===== src/rtl/wbk_pkg.sv =====
package wbk_pkg;

  // Instruction class presented at issue and reported as write-port owner
  typedef enum logic [1:0] {
    WB_IDLE = 2'b00,
    WB_ALU  = 2'b01,
    WB_LOAD = 2'b10,
    WB_RSVD = 2'b11
  } wb_cls_e;

  function automatic int unsigned max_u(input int unsigned a, input int unsigned b);
    return (a > b) ? a : b;
  endfunction

endpackage


===== src/rtl/wbk_slot_ring.sv =====
// Write-cycle reservation ring: entry k names the class that writes k cycles from now.
module wbk_slot_ring #(
  parameter int unsigned DEPTH = 4,
  parameter int unsigned IDX_W = 3
) (
  input  logic                    clk,
  input  logic                    rst_n,
  input  logic                    book_en,
  input  logic [IDX_W-1:0]        book_idx,
  input  wbk_pkg::wb_cls_e        book_cls,
  output logic [DEPTH-1:0][1:0]   slots_o
);
  import wbk_pkg::*;

  logic [DEPTH-1:0][1:0] slot_q;
  logic [DEPTH-1:0][1:0] slot_d;
  logic                  ring_en;

  // The ring advances every cycle; enable kept explicit
  assign ring_en = 1'b1;

  generate
    for (genvar k = 0; k < DEPTH; k++) begin : g_slot
      always_comb begin
        if (k == DEPTH - 1) begin
          slot_d[k] = WB_IDLE;
        end else begin
          slot_d[k] = slot_q[(k + 1) % DEPTH];
        end
        if (book_en && (book_idx == IDX_W'(k))) begin
          slot_d[k] = book_cls;
        end
      end

      always_ff @(posedge clk or negedge rst_n) begin
        if (!rst_n) begin
          slot_q[k] <= WB_IDLE;
        end else if (ring_en) begin
          slot_q[k] <= slot_d[k];
        end
      end
    end
  endgenerate

  assign slots_o = slot_q;

endmodule


===== src/rtl/wbk_issue_gate.sv =====
// Decides whether the presented class may issue, and which ring entry it books.
module wbk_issue_gate #(
  parameter int unsigned ALU_LAT = 3,
  parameter int unsigned LD_LAT  = 4,
  parameter int unsigned DEPTH   = 4,
  parameter int unsigned IDX_W   = 3
) (
  input  logic [1:0]              req_cls,
  input  logic [DEPTH-1:0][1:0]   slots,
  output logic                    accept,
  output logic                    book_en,
  output logic [IDX_W-1:0]        book_idx,
  output wbk_pkg::wb_cls_e        book_cls
);
  import wbk_pkg::*;

  logic             is_alu;
  logic             is_load;
  logic             valid_cls;
  logic [IDX_W-1:0] target;
  logic             target_busy;

  assign is_alu    = (req_cls == WB_ALU);
  assign is_load   = (req_cls == WB_LOAD);
  assign valid_cls = is_alu | is_load;

  // Cycles from issue to writeback for the presented class
  assign target = is_load ? IDX_W'(LD_LAT) : IDX_W'(ALU_LAT);

  // Entry "target" of the ring is the write cycle this instruction needs;
  // a target equal to DEPTH lies beyond every booking and is always free.
  always_comb begin
    target_busy = 1'b0;
    for (int k = 0; k < DEPTH; k++) begin
      if ((target == IDX_W'(k)) && (slots[k] != WB_IDLE)) begin
        target_busy = 1'b1;
      end
    end
  end

  assign accept   = valid_cls & ~target_busy;
  assign book_en  = accept;
  // The ring shifts at the same edge that books, so store one entry closer
  assign book_idx = target - IDX_W'(1);
  assign book_cls = is_load ? WB_LOAD : WB_ALU;

endmodule


===== src/rtl/wbk_port_arbiter.sv =====
module wbk_port_arbiter #(
  parameter int unsigned ALU_LAT = 3,
  parameter int unsigned LD_LAT  = 4
) (
  input  logic       clk,
  input  logic       rst_n,
  input  logic [1:0] req_cls_i,
  output logic       accept_o,
  output logic [1:0] wb_owner_o
);
  import wbk_pkg::*;

  localparam int unsigned DEPTH = max_u(ALU_LAT, LD_LAT);
  localparam int unsigned IDX_W = $clog2(DEPTH + 1);

  logic [DEPTH-1:0][1:0] slots;
  logic                  book_en;
  logic [IDX_W-1:0]      book_idx;
  wb_cls_e               book_cls;

  wbk_issue_gate #(
    .ALU_LAT (ALU_LAT),
    .LD_LAT  (LD_LAT),
    .DEPTH   (DEPTH),
    .IDX_W   (IDX_W)
  ) u_gate (
    .req_cls  (req_cls_i),
    .slots    (slots),
    .accept   (accept_o),
    .book_en  (book_en),
    .book_idx (book_idx),
    .book_cls (book_cls)
  );

  wbk_slot_ring #(
    .DEPTH (DEPTH),
    .IDX_W (IDX_W)
  ) u_ring (
    .clk      (clk),
    .rst_n    (rst_n),
    .book_en  (book_en),
    .book_idx (book_idx),
    .book_cls (book_cls),
    .slots_o  (slots)
  );

  // Entry 0 holds the class writing in the current cycle
  assign wb_owner_o = slots[0];

endmodule


===== config.mk =====
export PLATFORM = sky130hd
export DESIGN_NAME = wbk_port_arbiter
export DESIGN_NICKNAME = d
export VERILOG_FILES = /design/src/rtl/wbk_pkg.sv /design/src/rtl/wbk_slot_ring.sv /design/src/rtl/wbk_issue_gate.sv /design/src/rtl/wbk_port_arbiter.sv
export SDC_FILE = /design/constraint.sdc
export NUM_CORES = 1
export LEC_CHECK = 0
export BUFFER_PORTS_ARGS = -buffer_cell sky130_fd_sc_hd__buf_4
export CAP_MARGIN = 5
export CORE_AREA = 2 2 39 41
export CTS_BUF_LIST = sky130_fd_sc_hd__clkbuf_8
export DETAILED_ROUTE_END_ITERATION = 6
export DIE_AREA = 0 0 41 43
export HOLD_SLACK_MARGIN = 0.15
export PLACE_DENSITY = 0.48
export SYNTH_ARGS = -nofsm -noshare
export SYNTH_HDL_FRONTEND = slang
export SYNTH_SLANG_ARGS = --single-unit

===== constraint.sdc =====
create_clock -name clk -period 0.84 [get_ports clk]
set_input_delay 0.126 -clock clk [delete_from_list [all_inputs] [get_ports clk]]
set_output_delay 0.126 -clock clk [all_outputs]
set_load 0.02 [all_outputs]

==> impl_metrics.ini, run 1 <==
[status]
outcome = finished with violations
violations = negative setup slack

[detailed_routing]
drt_iter0_drc = 1
via_per_inst = 3.523
drc_errors = 0
first_pass_iters = 2
wl_per_cell_um = 8.659
ant_nets = 0
wirelength_um = 381
dr_total_vias = 155

[final_layout]
n_antenna_cell = 0
area_growth_pct = 47.51
seqCellArea_um2 = 200.2
utilization = 0.2948
nets = 36
fill_cells = 143
multi_input_comb_area_um2 = 61.31
largest_register_ffs = 8
drive_above_1_share = 0.4286

[sta]
finalSetupTns_ps = -277.7
setup_viol = 2
fin_crit_sh = 1.330
slew_violations = 0
finalClockSkew_ps = 0.7771
fmax_mhz = 894.8
hold_viol = 0
layout_setup_ws_ps = -277.6
rsz0062_at_grt = true
fin_crit_ps = 1118

[global_route]
grt_pass1_wl_um = 683
grt_pass1_vias = 192
grt-ovfl-total = 0
grt_max_degree = 9
grt_use_total = 0.06802
antenna_found_initial = 0

[synth]
synthDistinctLibCells = 10
synth.avg_cell_area_um2 = 14.55
syn_inst = 19
post-synth-top-count-cell = dfrtp_1
synth_fp_nets = 25
synth_edf_count = 0
ys_seq_area_frac = 0.7240
synth_area_um2 = 276.5
synth-main-ff-cell = dfrtp_1
yosysTopAreaCellShare = 0.7240
synthTopCellsByArea = dfrtp_1 (72%), ha_1 (9.0%), buf_4 (5.4%)
synthArstFlopShare = 1.000
synthTopCellsByCount = dfrtp_1 (8), buf_4 (2), ha_1 (2)
ys_ff_latch = 8
synth_top_area_cell = dfrtp_1
ys_warn_count = 0

[floorplanning]
io_pins = 7
dieArea_um2 = 1763
die_h_um = 43
rows = 14
die_x_um = 41
core_region_area_um2 = 1384
start_util = 0.1998

[clock_network]
clk_latency_ps = 220
clock_sinks = 8
numCtsBuffers = 3
cts_max_level = 1
cts_tree = done
clockRootBuffer = clkbuf_8
clk_pin_slew_worst_paths_ps = 40
cts_buffer_depth = 2

[worst_setup_path]
critPathArrivalTime_ps = 990
cp.required_ps = 710
criticalPathCategory = reg2out
reg2reg_slack_ps = 40
cp_max_fo = 2
start_kind = flip-flop
endpoint_kind = primary output

[placement]
io_buffers = 6
place.gp.congestion = 0.5532

[power]
peakVddDrop_mv = 1.617
total_leakage_power_nw = 0.2014
powerDensity_nw_per_um2 = 2362

[job]
maxCapViolations = 0

[hold_path]
hold_path_class = in2reg
## area by class of cell
cell class | count | area share
multi-input cells | 7 | 0.1503
well taps | 16 | 0.04908
clock buffers | 3 | 0.1012
inverters | 1 | 0.009202
repair buffers | 9 | 0.1994
flip-flops and latches | 8 | 0.4908
## final timing paths
kind / startpoint / endpoint / depth (start not counted)
worst max-delay path: u_ring.slots_o[6] / accept_o / 3
max in group asynchronous: rst_n / u_ring.slots_o[1] / 2
worst max register to register: u_ring.slots_o[7] / u_ring.slots_o[4] / 3
min in group asynchronous: rst_n / u_ring.slots_o[4] / 2
worst min register to register: u_ring.slots_o[4] / u_ring.slots_o[2] / 0
worst min-delay path: req_cls_i[1] / u_ring.slots_o[7] / 2
## worst max-delay path: stages (launching register included)
cell and delay (ps):
dfrtp_1 360, o21ba_1 210, nor2_4 80, buf_6 120
## report_power, final
| group | internal (W) | leakage [nW] | switching [W] |
|---|---|---|---|
| Sequential | 0.000412 | 0.0959 | 0.00000839 |
| Combinational | 0.0000532 | 0.0839 | 0.0000448 |
| Clock | 0.000309 | 0.0216 | 0.000136 |
| Total | 0.000774 | 0.201 | 0.000190 |
## per-stage QoR
step	setup slack (ps)	total power (W)	std cells	hold WS (ps)	area [um2]
after floorplan	-14.25	0.0004751	19	-169.6	284.0
after global placement	-151.2	0.0005084	40	-58.38	345.3
after detailed placement	-165.5	0.0005124	40	-52.09	345.3
after CTS	-286.5	0.0009893	44	143.8	407.9
after global routing	-330.3	0.001029	44	155.0	407.9
final	-277.6	0.0009636	44	147.2	407.9
## what timing repair did
item / in CTS / in global routing
endpoints found under the setup margin: 3 / 4
gates resized for setup: 3 / 0
buffers inserted: 0 / 0
hold endpoints to repair: 9 / 0
gates cloned: 0 / 0
hold buffers: 1 / 0
## logic make-up (layout without fill, tap and decap cells)
logic type | Yosys count | count (layout) | synth area share
DFF | 8 | 8 | 0.7240
buffers and inverters | 4 | 13 | 0.08141
and+or+nand+nor | 3 | 3 | 0.05428
adders and majority gates | 2 | 2 | 0.09048
other | 1 | 1 | 0.01356
AOI/OAI and AO/OA | 1 | 1 | 0.03620
## metal layers
metal | GRT usage | up-vias | routed length, um
met5 | 0 | - | 0
met4 | 0.02000 | 0 | 0
met3 | 0.09424 | 0 | 66
met2 | 0.09063 | 10 | 186
met1 | 0.05667 | 73 | 128
li1 | - | 72 | -
## cell usage in the layout (no fill, tap or decap)
cell type and instances:
o21ba_1 1, inv_1 1, conb_1 1, ha_1 2, buf_6 3, nor2_4 1, dlygate4sd3_1 1, dfrtp_1 8
or2_1 1, clkbuf_8 3, buf_4 5, nor3_1 1
(Power assumes the default switching activity.)
==> inputs of run 2 (changes only) <==
--- a/config.mk
+++ b/config.mk
@@ -6,13 +6,14 @@
 export NUM_CORES = 1
 export LEC_CHECK = 0
 export BUFFER_PORTS_ARGS = -buffer_cell sky130_fd_sc_hd__buf_4
-export CAP_MARGIN = 5
+export CAP_MARGIN = 40
 export CORE_AREA = 2 2 39 41
 export CTS_BUF_LIST = sky130_fd_sc_hd__clkbuf_8
 export DETAILED_ROUTE_END_ITERATION = 6
 export DIE_AREA = 0 0 41 43
 export HOLD_SLACK_MARGIN = 0.15
-export PLACE_DENSITY = 0.48
+export PLACE_DENSITY = 0.41
+export SETUP_SLACK_MARGIN = 0.2
 export SYNTH_ARGS = -nofsm -noshare
 export SYNTH_HDL_FRONTEND = slang
 export SYNTH_SLANG_ARGS = --single-unit
==> run 2 against run 1 <==
The flow still finishes with violations (negative setup slack). Non-clock buffer count stayed put. Global-route usage down 0.81 points. Final cell count unchanged. Fmax decreased by 2.2%. Highest routed layer unchanged. Register-to-register slack worse by 140 ps. Sequential cell count is the same. Setup slack got worse by 26 ps. Largest cell class unchanged. Core utilization increased by 1.4 points. Clock skew is essentially flat. Total power grew 1.0%. Critical path type unchanged. Wire length shrank 1.3%. Die area did not move.
==> impl_metrics.ini, run 2 (synthesis gave the netlist of run 1 again) <==
[worst_setup_path]
path_buf_inv = 1
path_delay_family = flip-flops
slowest_stage = dfrtp_1
cpPeakStageDelay_ps = 380
cp.required_ps = 710
critPathArrivalTime_ps = 1020
cp_cell_sequence = o21ba_4 -> nor2_4 -> buf_6
endpoint_kind = primary output
criticalPathCategory = reg2out
cp_max_fo = 2
start_kind = flip-flop

[floorplanning]
die_x_um = 41
dieArea_um2 = 1763
rows = 14
start_util = 0.1998
die_h_um = 43
io_pins = 7
core_region_area_um2 = 1384

[clock_network]
clk_pin_slew_worst_paths_ps = 40
clockRootBuffer = clkbuf_8
clk_latency_ps = 220
numCtsBuffers = 3
cts_tree = done
clock_sinks = 8
cts_max_level = 1
cts_buffer_depth = 2

[sta]
fin_crit_ps = 1143
hold_viol = 0
finalSetupTns_ps = -401.5
setup_viol = 2
finalClockSkew_ps = 0.4525
timing.hold.ws_ps = 167.6
fmax_mhz = 874.8
layout_setup_ws_ps = -303.1
rsz0062_at_grt = true
slew_violations = 0
fin_crit_sh = 1.361

[status]
violations = negative setup slack
outcome = finished with violations

[global_route]
grt_use_total = 0.05990
grt_max_degree = 9
grt_pass1_vias = 157
grt_pass1_wl_um = 607
grt-ovfl-total = 0
antenna_found_initial = 0

[final_layout]
drive_above_1_share = 0.5357
n_antenna_cell = 0
seqCellArea_um2 = 200.2
layout_commonest_cell = dfrtp_1
area_growth_pct = 54.30
mostFrequentLayoutCells = dfrtp_1 (8), buf_4 (5), clkbuf_8 (3), buf_6 (3)
nets = 36
design_area_um2 = 426.7
multi_input_comb_area_um2 = 80.08
utilization = 0.3083
fill_cells = 148
largest_register_ffs = 8

[power]
powerDensity_nw_per_um2 = 2282
peakVddDrop_mv = 0.6579
total_leakage_power_nw = 0.1995
design_power_total_w = 0.0009735

[detailed_routing]
dr_total_vias = 159
wl_per_cell_um = 8.545
first_pass_iters = 1
via_per_inst = 3.614
drt_iter0_drc = 0
ant_nets = 0
wirelength_um = 376
drc_errors = 0

[hold_path]
hold_path_class = in2reg

[placement]
io_buffers = 6
post_dp_cell_area_um2 = 350.3
dp_hpwl_um = 284.6
place.gp.congestion = 0.5821

[job]
maxCapViolations = 0
-- run 2: cell types whose count changed in the layout (fill, tap and decap cells not counted) --
cell,before,now
ha_4,0,1
inv_2,0,1
o21ba_1,1,0
o21ba_4,0,1
ha_1,2,1
inv_1,1,0
-- run 2: report_power, final --
part / leakage [nW] / internal [W] / switching, W / total [W]
clock: 0.0216 / 0.000309 / 0.000132 / 0.000441
sequential: 0.0959 / 0.000412 / 0.00000919 / 0.000421
combinational: 0.0821 / 0.0000635 / 0.0000481 / 0.000112
-- run 2: final timing paths --
path	start	to	slack (ps)	depth (start not counted)
worst min register to register	u_ring.slots_o[2]	u_ring.slots_o[0]	350	0
min in group asynchronous	rst_n	u_ring.slots_o[3]	270	2
worst max register to register	u_ring.slots_o[7]	u_ring.slots_o[4]	-100	4
max in group asynchronous	rst_n	u_ring.slots_o[2]	450	2
worst max-delay path	u_ring.slots_o[6]	accept_o	-300	3
worst min-delay path	req_cls_i[1]	u_ring.slots_o[7]	170	2
-- run 2: timing repair --
item,CTS,global route
resized for setup,2,3
buffers inserted,0,1
hold buffers,1,0
setup endpoints to repair,4,5
cloned,0,0
endpoints found under the hold margin,8,0
-- run 2: final cells by class --
type | instances | area share
clock buffers | 3 | 0.09677
inverters | 1 | 0.008798
multi-input cells | 7 | 0.1877
flip-flops and latches | 8 | 0.4692
well taps | 16 | 0.04692
repair buffers | 9 | 0.1906
-- run 2: metal layers --
layer	up-vias	global-route usage	routed length (um)
met5	-	0	0
met4	0	0.08000	0
met3	0	0.03141	37
met2	7	0.07188	189
met1	80	0.06000	148
li1	72	-	-
-- run 2: worst reg2reg max path, delay by kind of cell (launching register included) --
| kind | cells | cell delay [ps] |
|---|---|---|
| buffers and inverters | 2 | 260 |
| flip-flops | 1 | 380 |
| AND/OR/NAND/NOR | 2 | 240 |
-- run 2: stage by stage --
| step | setup slack [ps] | std cells |
|---|---|---|
| 4_1_cts | -299.8 | 43 |
| 3_5_place_dp | -112.1 | 39 |
| 6_report | -303.1 | 44 |
| 3_3_place_gp | -105.9 | 39 |
| 2_1_floorplan | 19.34 | 19 |
| 5_1_grt | -341.6 | 44 |
